--- src/rtl/pdma_pkg.sv ---
package pdma_pkg;

    localparam int unsigned RW = 32;

    typedef enum logic [1:0] {
        ARB_IDLE,
        ARB_RX,
        ARB_TX
    } arb_state_e;

    localparam logic [3:0] IDX_CTRL = 4'd8;
    localparam logic [3:0] IDX_STAT = 4'd9;
    localparam logic [3:0] IDX_SIZE = 4'd10;

    function automatic logic [2:0] item_bytes(input logic [1:0] code);
        logic [2:0] b;
        case (code)
            2'd0:    b = 3'd1;
            2'd1:    b = 3'd2;
            default: b = 3'd4;
        endcase
        return b;
    endfunction

endpackage

--- src/rtl/pdma_chan.sv ---
module pdma_chan
    import pdma_pkg::*;
#(
    parameter int          AW     = 32,
    parameter int          CW     = 16,
    parameter int          PEND_W = 2,
    parameter logic [3:0]  BASE   = 4'd0
) (
    input  logic            clk,
    input  logic            rst_n,
    input  logic            reg_we,
    input  logic [3:0]      reg_idx,
    input  logic [RW-1:0]   reg_wdata,
    input  logic            en_set,
    input  logic            en_clr,
    input  logic [1:0]      size_code,
    input  logic            req,
    input  logic            done,
    output logic            en,
    output logic [AW-1:0]   ptr,
    output logic [CW-1:0]   cnt,
    output logic [AW-1:0]   nptr,
    output logic [CW-1:0]   ncnt,
    output logic            live,
    output logic            want
);

    localparam logic [3:0]        I_PTR    = BASE;
    localparam logic [3:0]        I_CNT    = BASE + 4'd1;
    localparam logic [3:0]        I_NPTR   = BASE + 4'd2;
    localparam logic [3:0]        I_NCNT   = BASE + 4'd3;
    localparam logic [PEND_W-1:0] PEND_MAX = '1;

    logic [AW-1:0]     ptr_q, ptr_d, nptr_q, nptr_d;
    logic [CW-1:0]     cnt_q, cnt_d, ncnt_q, ncnt_d;
    logic              en_q, en_d;
    logic [PEND_W-1:0] pend_q, pend_d;
    logic              take, serve;

    assign live  = en_q && (cnt_q != '0);
    assign want  = live && (pend_q != '0);
    assign serve = done && live;
    assign take  = req && live && ((pend_q != PEND_MAX) || serve);

    always_comb begin
        ptr_d  = ptr_q;
        cnt_d  = cnt_q;
        nptr_d = nptr_q;
        ncnt_d = ncnt_q;
        en_d   = en_q;
        pend_d = pend_q;

        // advance or chain to the waiting buffer
        if (serve) begin
            if ((cnt_q == CW'(1)) && (ncnt_q != '0)) begin
                ptr_d  = nptr_q;
                cnt_d  = ncnt_q;
                ncnt_d = '0;
            end else begin
                ptr_d = ptr_q + AW'(item_bytes(size_code));
                cnt_d = cnt_q - CW'(1);
            end
        end

        // software writes override the datapath
        if (reg_we) begin
            if (reg_idx == I_PTR)  ptr_d  = reg_wdata[AW-1:0];
            if (reg_idx == I_CNT)  cnt_d  = reg_wdata[CW-1:0];
            if (reg_idx == I_NPTR) nptr_d = reg_wdata[AW-1:0];
            if (reg_idx == I_NCNT) ncnt_d = reg_wdata[CW-1:0];
        end

        if (en_clr)      en_d = 1'b0;
        else if (en_set) en_d = 1'b1;

        case ({take, serve})
            2'b10:   pend_d = pend_q + PEND_W'(1);
            2'b01:   pend_d = pend_q - PEND_W'(1);
            default: pend_d = pend_q;
        endcase
        if (!en_d || (cnt_d == '0)) pend_d = '0;
    end

    always_ff @(posedge clk or negedge rst_n) begin
        if (!rst_n) begin
            ptr_q  <= '0;
            cnt_q  <= '0;
            nptr_q <= '0;
            ncnt_q <= '0;
            en_q   <= 1'b0;
            pend_q <= '0;
        end else begin
            ptr_q  <= ptr_d;
            cnt_q  <= cnt_d;
            nptr_q <= nptr_d;
            ncnt_q <= ncnt_d;
            en_q   <= en_d;
            pend_q <= pend_d;
        end
    end

    assign en   = en_q;
    assign ptr  = ptr_q;
    assign cnt  = cnt_q;
    assign nptr = nptr_q;
    assign ncnt = ncnt_q;

endmodule

--- src/rtl/pdma_arb.sv ---
module pdma_arb
    import pdma_pkg::*;
(
    input  logic       clk,
    input  logic       rst_n,
    input  logic       rx_want,
    input  logic       tx_want,
    input  logic       rx_live,
    input  logic       tx_live,
    input  logic       mem_gnt,
    output logic       mem_req,
    output logic       mem_we,
    output logic       rx_done,
    output logic       tx_done,
    output logic       sel_tx
);

    arb_state_e state_q, state_d;

    always_comb begin
        state_d = state_q;
        unique case (state_q)
            ARB_IDLE: begin
                if (rx_want)      state_d = ARB_RX;   // pick_rx
                else if (tx_want) state_d = ARB_TX;   // pick_tx
            end
            ARB_RX: begin
                if (!rx_live || mem_gnt) state_d = ARB_IDLE;  // withdrawn / served
            end
            ARB_TX: begin
                if (!tx_live || mem_gnt) state_d = ARB_IDLE;  // withdrawn / served
            end
            default: state_d = ARB_IDLE;
        endcase
    end

    always_ff @(posedge clk or negedge rst_n) begin
        if (!rst_n) state_q <= ARB_IDLE;
        else        state_q <= state_d;
    end

    always_comb begin
        mem_req = 1'b0;
        mem_we  = 1'b0;
        rx_done = 1'b0;
        tx_done = 1'b0;
        sel_tx  = 1'b0;
        unique case (state_q)
            ARB_IDLE: ;
            ARB_RX: begin
                mem_req = rx_live;
                mem_we  = 1'b1;
                rx_done = rx_live && mem_gnt;
            end
            ARB_TX: begin
                mem_req = tx_live;
                sel_tx  = 1'b1;
                tx_done = tx_live && mem_gnt;
            end
            default: ;
        endcase
    end

endmodule

--- src/rtl/pdma_pair_ctrl.sv ---
module pdma_pair_ctrl
    import pdma_pkg::*;
#(
    parameter int AW     = 32,
    parameter int DW     = 32,
    parameter int CW     = 16,
    parameter int PEND_W = 2
) (
    input  logic            clk,
    input  logic            rst_n,
    input  logic            reg_we,
    input  logic [3:0]      reg_idx,
    input  logic [31:0]     reg_wdata,
    output logic [31:0]     reg_rdata,
    input  logic            rx_req,
    input  logic [DW-1:0]   rx_data,
    input  logic            tx_req,
    output logic            tx_load,
    output logic [DW-1:0]   tx_data,
    output logic            mem_req,
    output logic            mem_we,
    output logic [AW-1:0]   mem_addr,
    output logic [DW-1:0]   mem_wdata,
    input  logic            mem_gnt,
    input  logic [DW-1:0]   mem_rdata,
    output logic            rx_end,
    output logic            rx_full,
    output logic            tx_end,
    output logic            tx_full
);

    localparam int NCH = 2;

    logic [AW-1:0] ch_ptr  [NCH];
    logic [AW-1:0] ch_nptr [NCH];
    logic [CW-1:0] ch_cnt  [NCH];
    logic [CW-1:0] ch_ncnt [NCH];
    logic [NCH-1:0] ch_en, ch_live, ch_want, ch_done, ch_req;
    logic [NCH-1:0] en_set, en_clr;
    logic [1:0]     size_q [NCH];
    logic           rx_want, tx_want, rx_live, tx_live, sel_tx;
    logic           tx_load_q;
    logic [DW-1:0]  tx_data_q;
    logic           ctrl_wr, size_wr;

    assign ctrl_wr = reg_we && (reg_idx == IDX_CTRL);
    assign size_wr = reg_we && (reg_idx == IDX_SIZE);
    assign ch_req  = {tx_req, rx_req};

    for (genvar g = 0; g < NCH; g++) begin : g_chan
        assign en_set[g] = ctrl_wr && reg_wdata[2*g];
        assign en_clr[g] = ctrl_wr && reg_wdata[2*g+1];

        always_ff @(posedge clk or negedge rst_n) begin
            if (!rst_n)       size_q[g] <= 2'd0;
            else if (size_wr) size_q[g] <= reg_wdata[2*g+1 -: 2];
        end

        pdma_chan #(
            .AW(AW), .CW(CW), .PEND_W(PEND_W), .BASE(4'(4*g))
        ) u_chan (
            .clk(clk), .rst_n(rst_n),
            .reg_we(reg_we), .reg_idx(reg_idx), .reg_wdata(reg_wdata),
            .en_set(en_set[g]), .en_clr(en_clr[g]), .size_code(size_q[g]),
            .req(ch_req[g]), .done(ch_done[g]),
            .en(ch_en[g]), .ptr(ch_ptr[g]), .cnt(ch_cnt[g]),
            .nptr(ch_nptr[g]), .ncnt(ch_ncnt[g]),
            .live(ch_live[g]), .want(ch_want[g])
        );
    end

    assign rx_want = ch_want[0];
    assign tx_want = ch_want[1];
    assign rx_live = ch_live[0];
    assign tx_live = ch_live[1];

    pdma_arb u_arb (
        .clk(clk), .rst_n(rst_n),
        .rx_want(rx_want), .tx_want(tx_want),
        .rx_live(rx_live), .tx_live(tx_live),
        .mem_gnt(mem_gnt),
        .mem_req(mem_req), .mem_we(mem_we),
        .rx_done(ch_done[0]), .tx_done(ch_done[1]),
        .sel_tx(sel_tx)
    );

    assign mem_addr  = sel_tx ? ch_ptr[1] : ch_ptr[0];
    assign mem_wdata = rx_data;

    always_ff @(posedge clk or negedge rst_n) begin
        if (!rst_n) begin
            tx_load_q <= 1'b0;
            tx_data_q <= '0;
        end else begin
            tx_load_q <= ch_done[1];
            if (ch_done[1]) tx_data_q <= mem_rdata;
        end
    end

    assign tx_load = tx_load_q;
    assign tx_data = tx_data_q;

    always_comb begin
        reg_rdata = '0;
        if (!reg_idx[3]) begin
            case (reg_idx[1:0])
                2'd0:    reg_rdata = RW'(ch_ptr[reg_idx[2]]);
                2'd1:    reg_rdata = RW'(ch_cnt[reg_idx[2]]);
                2'd2:    reg_rdata = RW'(ch_nptr[reg_idx[2]]);
                default: reg_rdata = RW'(ch_ncnt[reg_idx[2]]);
            endcase
        end else if (reg_idx == IDX_STAT) begin
            reg_rdata = RW'(ch_en);
        end else if (reg_idx == IDX_SIZE) begin
            reg_rdata = RW'({size_q[1], size_q[0]});
        end
    end

    assign rx_end  = (ch_cnt[0] == '0);
    assign rx_full = rx_end && (ch_ncnt[0] == '0);
    assign tx_end  = (ch_cnt[1] == '0);
    assign tx_full = tx_end && (ch_ncnt[1] == '0);

endmodule

--- config.mk ---
export PLATFORM = sky130hd
export DESIGN_NAME = pdma_pair_ctrl
export DESIGN_NICKNAME = d
export VERILOG_FILES = /design/src/rtl/pdma_pkg.sv /design/src/rtl/pdma_chan.sv /design/src/rtl/pdma_arb.sv /design/src/rtl/pdma_pair_ctrl.sv
export SDC_FILE = /design/constraint.sdc
export NUM_CORES = 1
export LEC_CHECK = 0
export BUFFER_PORTS_ARGS = -buffer_cell sky130_fd_sc_hd__buf_2
export CORE_MARGIN = 3
export CORE_UTILIZATION = 52
export DETAILED_ROUTE_END_ITERATION = 12
export PLACE_DENSITY = 0.77
export RECOVER_POWER = 50
export SYNTH_ARGS = -nofsm -noshare
export SYNTH_HDL_FRONTEND = slang
export SYNTH_SLANG_ARGS = --single-unit
--- constraint.sdc ---
create_clock -name clk -period 3.1 [get_ports clk]
set_input_delay 0.31 -clock clk [delete_from_list [all_inputs] [get_ports clk]]
set_output_delay 0.31 -clock clk [all_outputs]
set_load 0.01 [all_outputs]
# After elaboration in Yosys (flattened, before gate mapping)
# Index checks and enable logic that the tools add are counted.
[classes]
n_addsub = 8
magnitude_cmp = 1
n_eq_ne = 27
n_mux = 65
bitwise = 1
n_reduce_logical = 54
[ops]
columns = ["op", "n"]
rows = [
  ["$mux 32", 16],
  ["$mux 16", 22],
  ["$logic_not 16->1", 6],
  ["$pmux 32 s3", 1],
  ["$add 32x3->32", 2],
  ["$reduce_bool 16->1", 4],
  ["$eq 16x1->1 const B", 2],
  ["$sub 16x1->16 const B", 2],
  ["$logic_and 1x1->1", 22],
  ["$eq 4x3->1 const B", 4],
  ["$eq 2x1->1 const B", 6],
  ["$eq 4x4->1 const B", 3],
  ["$mux 2", 6],
  ["$mux 3", 4],
  ["$pmux 3 s2", 2],
  ["$eq 2x2->1 const B", 4],
  ["$eq 4x2->1 const B", 2],
  ["$logic_not 2->1", 4],
  ["$mux 1", 8],
  ["$mux 4", 2],
  ["$pmux 2 s2", 2],
  ["$logic_or 1x1->1", 6],
  ["$pmux 2 s3", 1],
  ["$reduce_bool 3->1", 2],
  ["other kinds (14)", 23],
]
[word_totals]
reg_bits = 237
in_bits = 106

# Depth between registers and ports, before layout
[logic_depth]
word_depth = 11
depth_mapped = 14
ltp_nobuf = 13

# By module
# Synthesis repeated with hierarchy kept, for this count alone.
[hier_totals]
cells_unflattened = 1696
hier_area_um2 = 15612.5
[by_module_without_submodules]
columns = ["mod", "n_inst", "cells_per_inst", "area_per_inst_um2", "seq_area_each_um2"]
rows = [
  ["pdma_chan (g_chan[0].u_chan)", 1, 648, 5761.8, 2477.4],
  ["pdma_chan (g_chan[1].u_chan)", 1, 643, 5659.2, 2477.4],
  ["pdma_pair_ctrl", 1, 386, 4011.3, 925.9],
  ["pdma_arb", 1, 19, 180.2, 50.0],
]

# Worst setup path after synthesis
# OpenSTA, ideal clock, no wires.
[synth_path]
kind = "register to register"
from = "register size_q[0] (netlist name)"
to = "register g_chan[1].u_chan.ptr_q[28]"
t_arrival_ns = 2.892
t_required_ns = 2.965
path_slack_ns = 0.073
path_stages_with_launch = 15
path_cell_list = "dfrtp_1 nor2_1 ha_1 inv_1 fa_1 nand2b_1 a211oi_1 nor2b_1 and2_0 clkbuf_1 nand3_1 o22ai_1 nand2_1 o21ai_0 o21ai_0"
[synth_between]
elab_chain_cells = 9
elab_cells_between_ends = 10
classes_between = "1 x add/sub; 1 x eq/ne; 7 x mux; 1 x reduce/logical"
[synth_lines]
columns = ["item", "line", "source"]
rows = [
  ["from (decl)", "pdma_pair_ctrl.sv:40", "logic [1:0] size_q [NCH];"],
  ["from (signal, indexed assignment)", "pdma_pair_ctrl.sv:56", "else if (size_wr) size_q[g] <= reg_wdata[2*g+1 -: 2];"],
  ["$eq 2x1->1 / $logic_not 2->1 (equally long branches)", "pdma_pkg.sv:17", "case (code)"],
  ["$pmux 3 s2 (*)", "pdma_pkg.sv:17", ""],
  ["$mux 3 (*)", "pdma_chan.sv:55", "if ((cnt_q == CW'(1)) && (ncnt_q != '0)) begin"],
  ["$mux 3 (*)", "pdma_chan.sv:54", "if (serve) begin"],
  ["$add 32x3->32 (*)", "pdma_chan.sv:60", "ptr_d = ptr_q + AW'(item_bytes(size_code));"],
  ["$mux 32 (*)", "pdma_chan.sv:55", ""],
  ["$mux 32 (*)", "pdma_chan.sv:54", ""],
  ["$mux 32", "pdma_chan.sv:67", "if (reg_idx == I_PTR) ptr_d = reg_wdata[AW-1:0];"],
  ["$mux 32 (*)", "pdma_chan.sv:66", "if (reg_we) begin"],
  ["via g_chan[1].u_chan.ptr_d[28]", "pdma_chan.sv:34", "logic [AW-1:0] ptr_q, ptr_d, nptr_q, nptr_d;"],
  ["to (signal assigned)", "pdma_chan.sv:93", "ptr_q <= ptr_d;"],
  ["to (decl)", "pdma_chan.sv:34", ""],
]
# Mark *: on every way through the listed nets, which the timed path passes. The rest lies on a longest branch. The select of a mux whose other input is x is not followed.
# A chain may end at the register's enable or synchronous reset.

# Final worst setup path
[layout_path]
from = "register g_chan[0].u_chan.ncnt_q[1]"
to = "register g_chan[0].u_chan.pend_q[1]"
[layout_between]
elab_chain_cells = 9
elab_cells_between_ends = 10
classes_between = "5 x mux; 5 x reduce/logical"
[layout_lines]
columns = ["item", "line", "source"]
rows = [
  ["from (decl)", "pdma_chan.sv:35", "logic [CW-1:0] cnt_q, cnt_d, ncnt_q, ncnt_d;"],
  ["from (signal assigned)", "pdma_chan.sv:96", "ncnt_q <= ncnt_d;"],
  ["$reduce_bool 16->1 (*)", "pdma_chan.sv:55", ""],
  ["$logic_and 1x1->1 (*)", "pdma_chan.sv:55", ""],
  ["$mux 16 (*)", "pdma_chan.sv:55", ""],
  ["$mux 16 (*)", "pdma_chan.sv:54", ""],
  ["$mux 16", "pdma_chan.sv:68", "if (reg_idx == I_CNT) cnt_d = reg_wdata[CW-1:0];"],
  ["$mux 16 (*)", "pdma_chan.sv:66", ""],
  ["via g_chan[0].u_chan.cnt_d[10]", "pdma_chan.sv:35", ""],
  ["$logic_not 16->1 (*)", "pdma_chan.sv:81", "if (!en_d || (cnt_d == '0)) pend_d = '0;"],
  ["$logic_or 1x1->1 (*)", "pdma_chan.sv:81", ""],
  ["$reduce_bool 3->1 (no source line) / $mux 2 (equally long branches)", "n/a", ""],
  ["to (signal assigned)", "pdma_chan.sv:98", "pend_q <= pend_d;"],
  ["to (decl)", "pdma_chan.sv:37", "logic [PEND_W-1:0] pend_q, pend_d;"],
]
# Mark *: on every way through the listed nets, which the timed path passes. The rest lies on a longest branch.

==> results.ini <==
[place]
dp_hpwl_mm = 38.32
dp_slack_ps = -111.3
io_buffers = 176
gp_congestion = 1.023

[setup_path]
r2r-start = g_chan[0].u_chan.ncnt[1]
path_buf_inv = 0
cp-start-kind = register
cp.required_ps = 3550
crit_end = g_chan[0].u_chan.pend_q[1]
crit_fanout = 6
cp_top_family = simple AND/OR/NAND/NOR gates
critical-path-slowest-cell = or4_4
rr_worst_depth = 9
crit_chain = or4_4 > o41ai_4 > or2_4 > mux2i_2 > o21ai_2 > or4b_4 > nor4_4 > nand4_1 > and3_1
crit_path_max_incr_delay_ps = 570
cp.arrival_ps = 3550
ff2ff_setup_slack_ps = 3
criticalPathCategory = register to register
cp-end-kind = register
cp.depth = 9
cp-startpoint = g_chan[0].u_chan.ncnt[1]
r2r_end = g_chan[0].u_chan.pend_q[1]

[floorplan]
ios = 241
dieWidth_um = 176.6
die-area_um2 = 31190
coreArea_um2 = 28240
initial_core_util_pct = 53.59
die_h_um = 176.6
fp-row-count = 61

[run_status]
outcome = complete, but fails checks
violations = max-capacitance violations, max-slew violations

[yosys]
yosysWarnings = 0
synthTopCellsByArea = dfrtp_1 (39%), mux2_2 (7.4%), nand2_1 (6.3%), mux4_2 (5.8%), o21ai_0 (4.3%)
synth_top_family_by_area = simple AND/OR/NAND/NOR gates
synth_nets = 1815
synth_top_area_cell = dfrtp_1
synth_top_area_share_pct = 39.19
synth-simple-area-share_pct = 18.78
synthMuxAreaShare_pct = 15.30
synth_compound_area_share_pct = 18.73
synth_adder_area_share_pct = 1.505
synth_flop_cell = dfrtp_1
avgSynthCellArea_um2 = 8.944
ys_seq_area_share_pct = 39.19
synth_edf_count = 0
yosys-top-cells-count = nand2_1 (253), dfrtp_1 (237), nor2_1 (155), o21ai_0 (130), a21oi_1 (113)
ys_types = 71
syn-cell-area_um2 = 15130
syn_inst = 1692
synthArstFlopShare_pct = 100.0
synth_xor_area_share_pct = 0.9260
ys_ff_latch = 237
synth.most_common_cell = nand2_1

[finish]
layout-drive-gt1-share_pct = 25.98
final_util_pct = 64.55
syn_to_final_growth_pct = 20.45
nets = 2020

[grt]
grt_pass1_vias = 14560
grt_max_degree = 109
overflow = 0
grt_first_pass_wirelength_mm = 84.59
grt.total_usage_pct = 34.55
grt_antenna_before_repair = 0

[power]
ir_worst_vdd_mv = 0.4783
power.density_nw_per_um2 = 731.2
power_switching_uw = 5057
leakage_uw = 0.007944
swShare_pct = 37.94
clkPwrFrac_pct = 26.1
p_int_uw = 8271
pwr-share-seq_pct = 36.8
combinationalPowerShare_pct = 37.1

[clock_tree]
clk_path_buf_depth = 3
cts_buffers = 28
htreeDepth = 1
insertion_delay_ps = 580
cts_tree = done
path_clk_slew_ps = 60
clock_sinks = 237
root_buffer = clkbuf_16

[timing]
skew_ps = 23.66
finalHoldViolations = 0
setup_viol = 0
rsz0062_at_grt = yes
postLayoutSetupSlackWorst_ps = 3.318
slew_headroom_pct = -69.69
timing.final.crit_share_pct = 99.89
fin_crit_ps = 3097
fmax_ghz = 0.3229
slew_violations = 107
tightest_slew_ps = 2545

[job]
maxCapViolations = 1

[detailed_routing]
drtIter0Drc = 1698
wl_mm = 55.17
first_pass_iters = 6
drc_errors = 0
num_vias = 15060
wire_per_inst_um = 24.03
drtAntennaViolNets = 0
vias_per_cell = 6.561

[hold_path]
hp-class = primary input to register

-- tightest hold or removal path: stages --
cell and delay [ps]:
buf_2 140, nand2_1 60, o21ai_0 70
-- worst min-delay path by stage --
stage / start / endpoint / slack, ps / depth (start not counted)
6_report: reg_wdata[25] / g_chan[1].u_chan.ptr[25] / 30 / 3
5_1_grt: reg_wdata[20] / g_chan[0].u_chan.ptr[20] / 30 / 2
4_1_cts: reg_wdata[25] / g_chan[0].u_chan.ptr[25] / 10 / 3
3_5_place_dp: rst_n / g_chan[1].u_chan.ptr[18] / 440 / 1
3_3_place_gp: rst_n / g_chan[1].u_chan.nptr[19] / 440 / 1
2_1_floorplan: rst_n / g_chan[0].u_chan.cnt[0] / 10 / 0
-- per-layer routing --
layer	GRT usage [%]	routed length, um	up-vias
met5	0	0	-
met4	15.55	3118	0
met3	7.183	5617	225
met2	55.31	25010	969
met1	45.49	21430	7325
li1	-	-	6545
-- cells in the final DEF, fill, tap and decap left out, types with 30 or more instances in the layout --
cell / count
nand3_1: 43
dlygate4sd3_1: 38
mux4_2: 39
a21oi_1: 112
o22ai_1: 45
mux2_2: 100
buf_4: 111
buf_2: 141
clkbuf_1: 36
a22o_1: 36
nand2_1: 252
o21ai_0: 127
mux2i_1: 30
nor2_1: 150
dfrtp_1: 237
-- power groups by stage --
stage	combinational (uW)	clock (uW)	sequential (uW)
4_1_cts	4830	3510	4850
2_1_floorplan	2810	0	4700
6_report	4940	3480	4900
3_3_place_gp	4660	0	4850
3_5_place_dp	4740	0	4890
5_1_grt	5320	3630	5000
-- per-stage QoR --
step                      cell area (um^2)  setup TNS [ps]  power, uW  std cells  hold slack (ps)
after global routing                 18230           -1530      13950       2295            25.37
after floorplan                      15130               0       7507       1692            14.41
after CTS                            18180               0      13190       2294            10.31
final                                18230               0      13330       2296            34.36
after detailed placement             16780          -243.1       9623       2203            439.7
after global placement               16780          -201.7       9506       2203            438.5
-- state kept, by name (all words and copies together), names as in the netlist --
| name | flops |
|---|---|
| g_chan.u_chan.nptr | 64 |
| g_chan.u_chan.ptr | 64 |
| g_chan.u_chan.cnt | 32 |
| g_chan.u_chan.ncnt | 32 |
| tx_data | 32 |
| g_chan.u_chan.pend_q | 4 |
| size_q | 4 |
| g_chan.u_chan.en | 2 |
| u_arb.state_q | 2 |
| tx_load | 1 |
-- cells by family (layout without fill, tap and decap cells) --
kind of cell	after synthesis	in the layout
buffers and inverters	184	409
adder cells (fa/ha/maj)	17	17
XOR/XNOR	16	16
other	0	1
AO/OA/AOI/OAI	452	452
multiplexers	170	170
AND/OR/NAND/NOR	616	616
flip-flops	237	237
-- final cells by class --
type / instances / area, um^2
fillers: 2315 / 10010
multi-input cells: 1271 / 8514
flip-flops and latches: 237 / 5931
repair buffers: 336 / 2242
clock buffers: 34 / 763.2
well taps: 378 / 473.0
clock inverters: 16 / 215.2
inverters: 23 / 86.33
diodes: 1 / 2.502
-- repair_timing --
action                                  4_1_cts  5_1_grt
hold buffers                                 38        0
hold endpoints to repair                    144        0
endpoints found under the setup margin        3       37
setup buffers                                 3        1
pin swaps                                     2        4
gates resized for setup                       7       21
No activity file was read; power rests on OpenSTA's default activity.
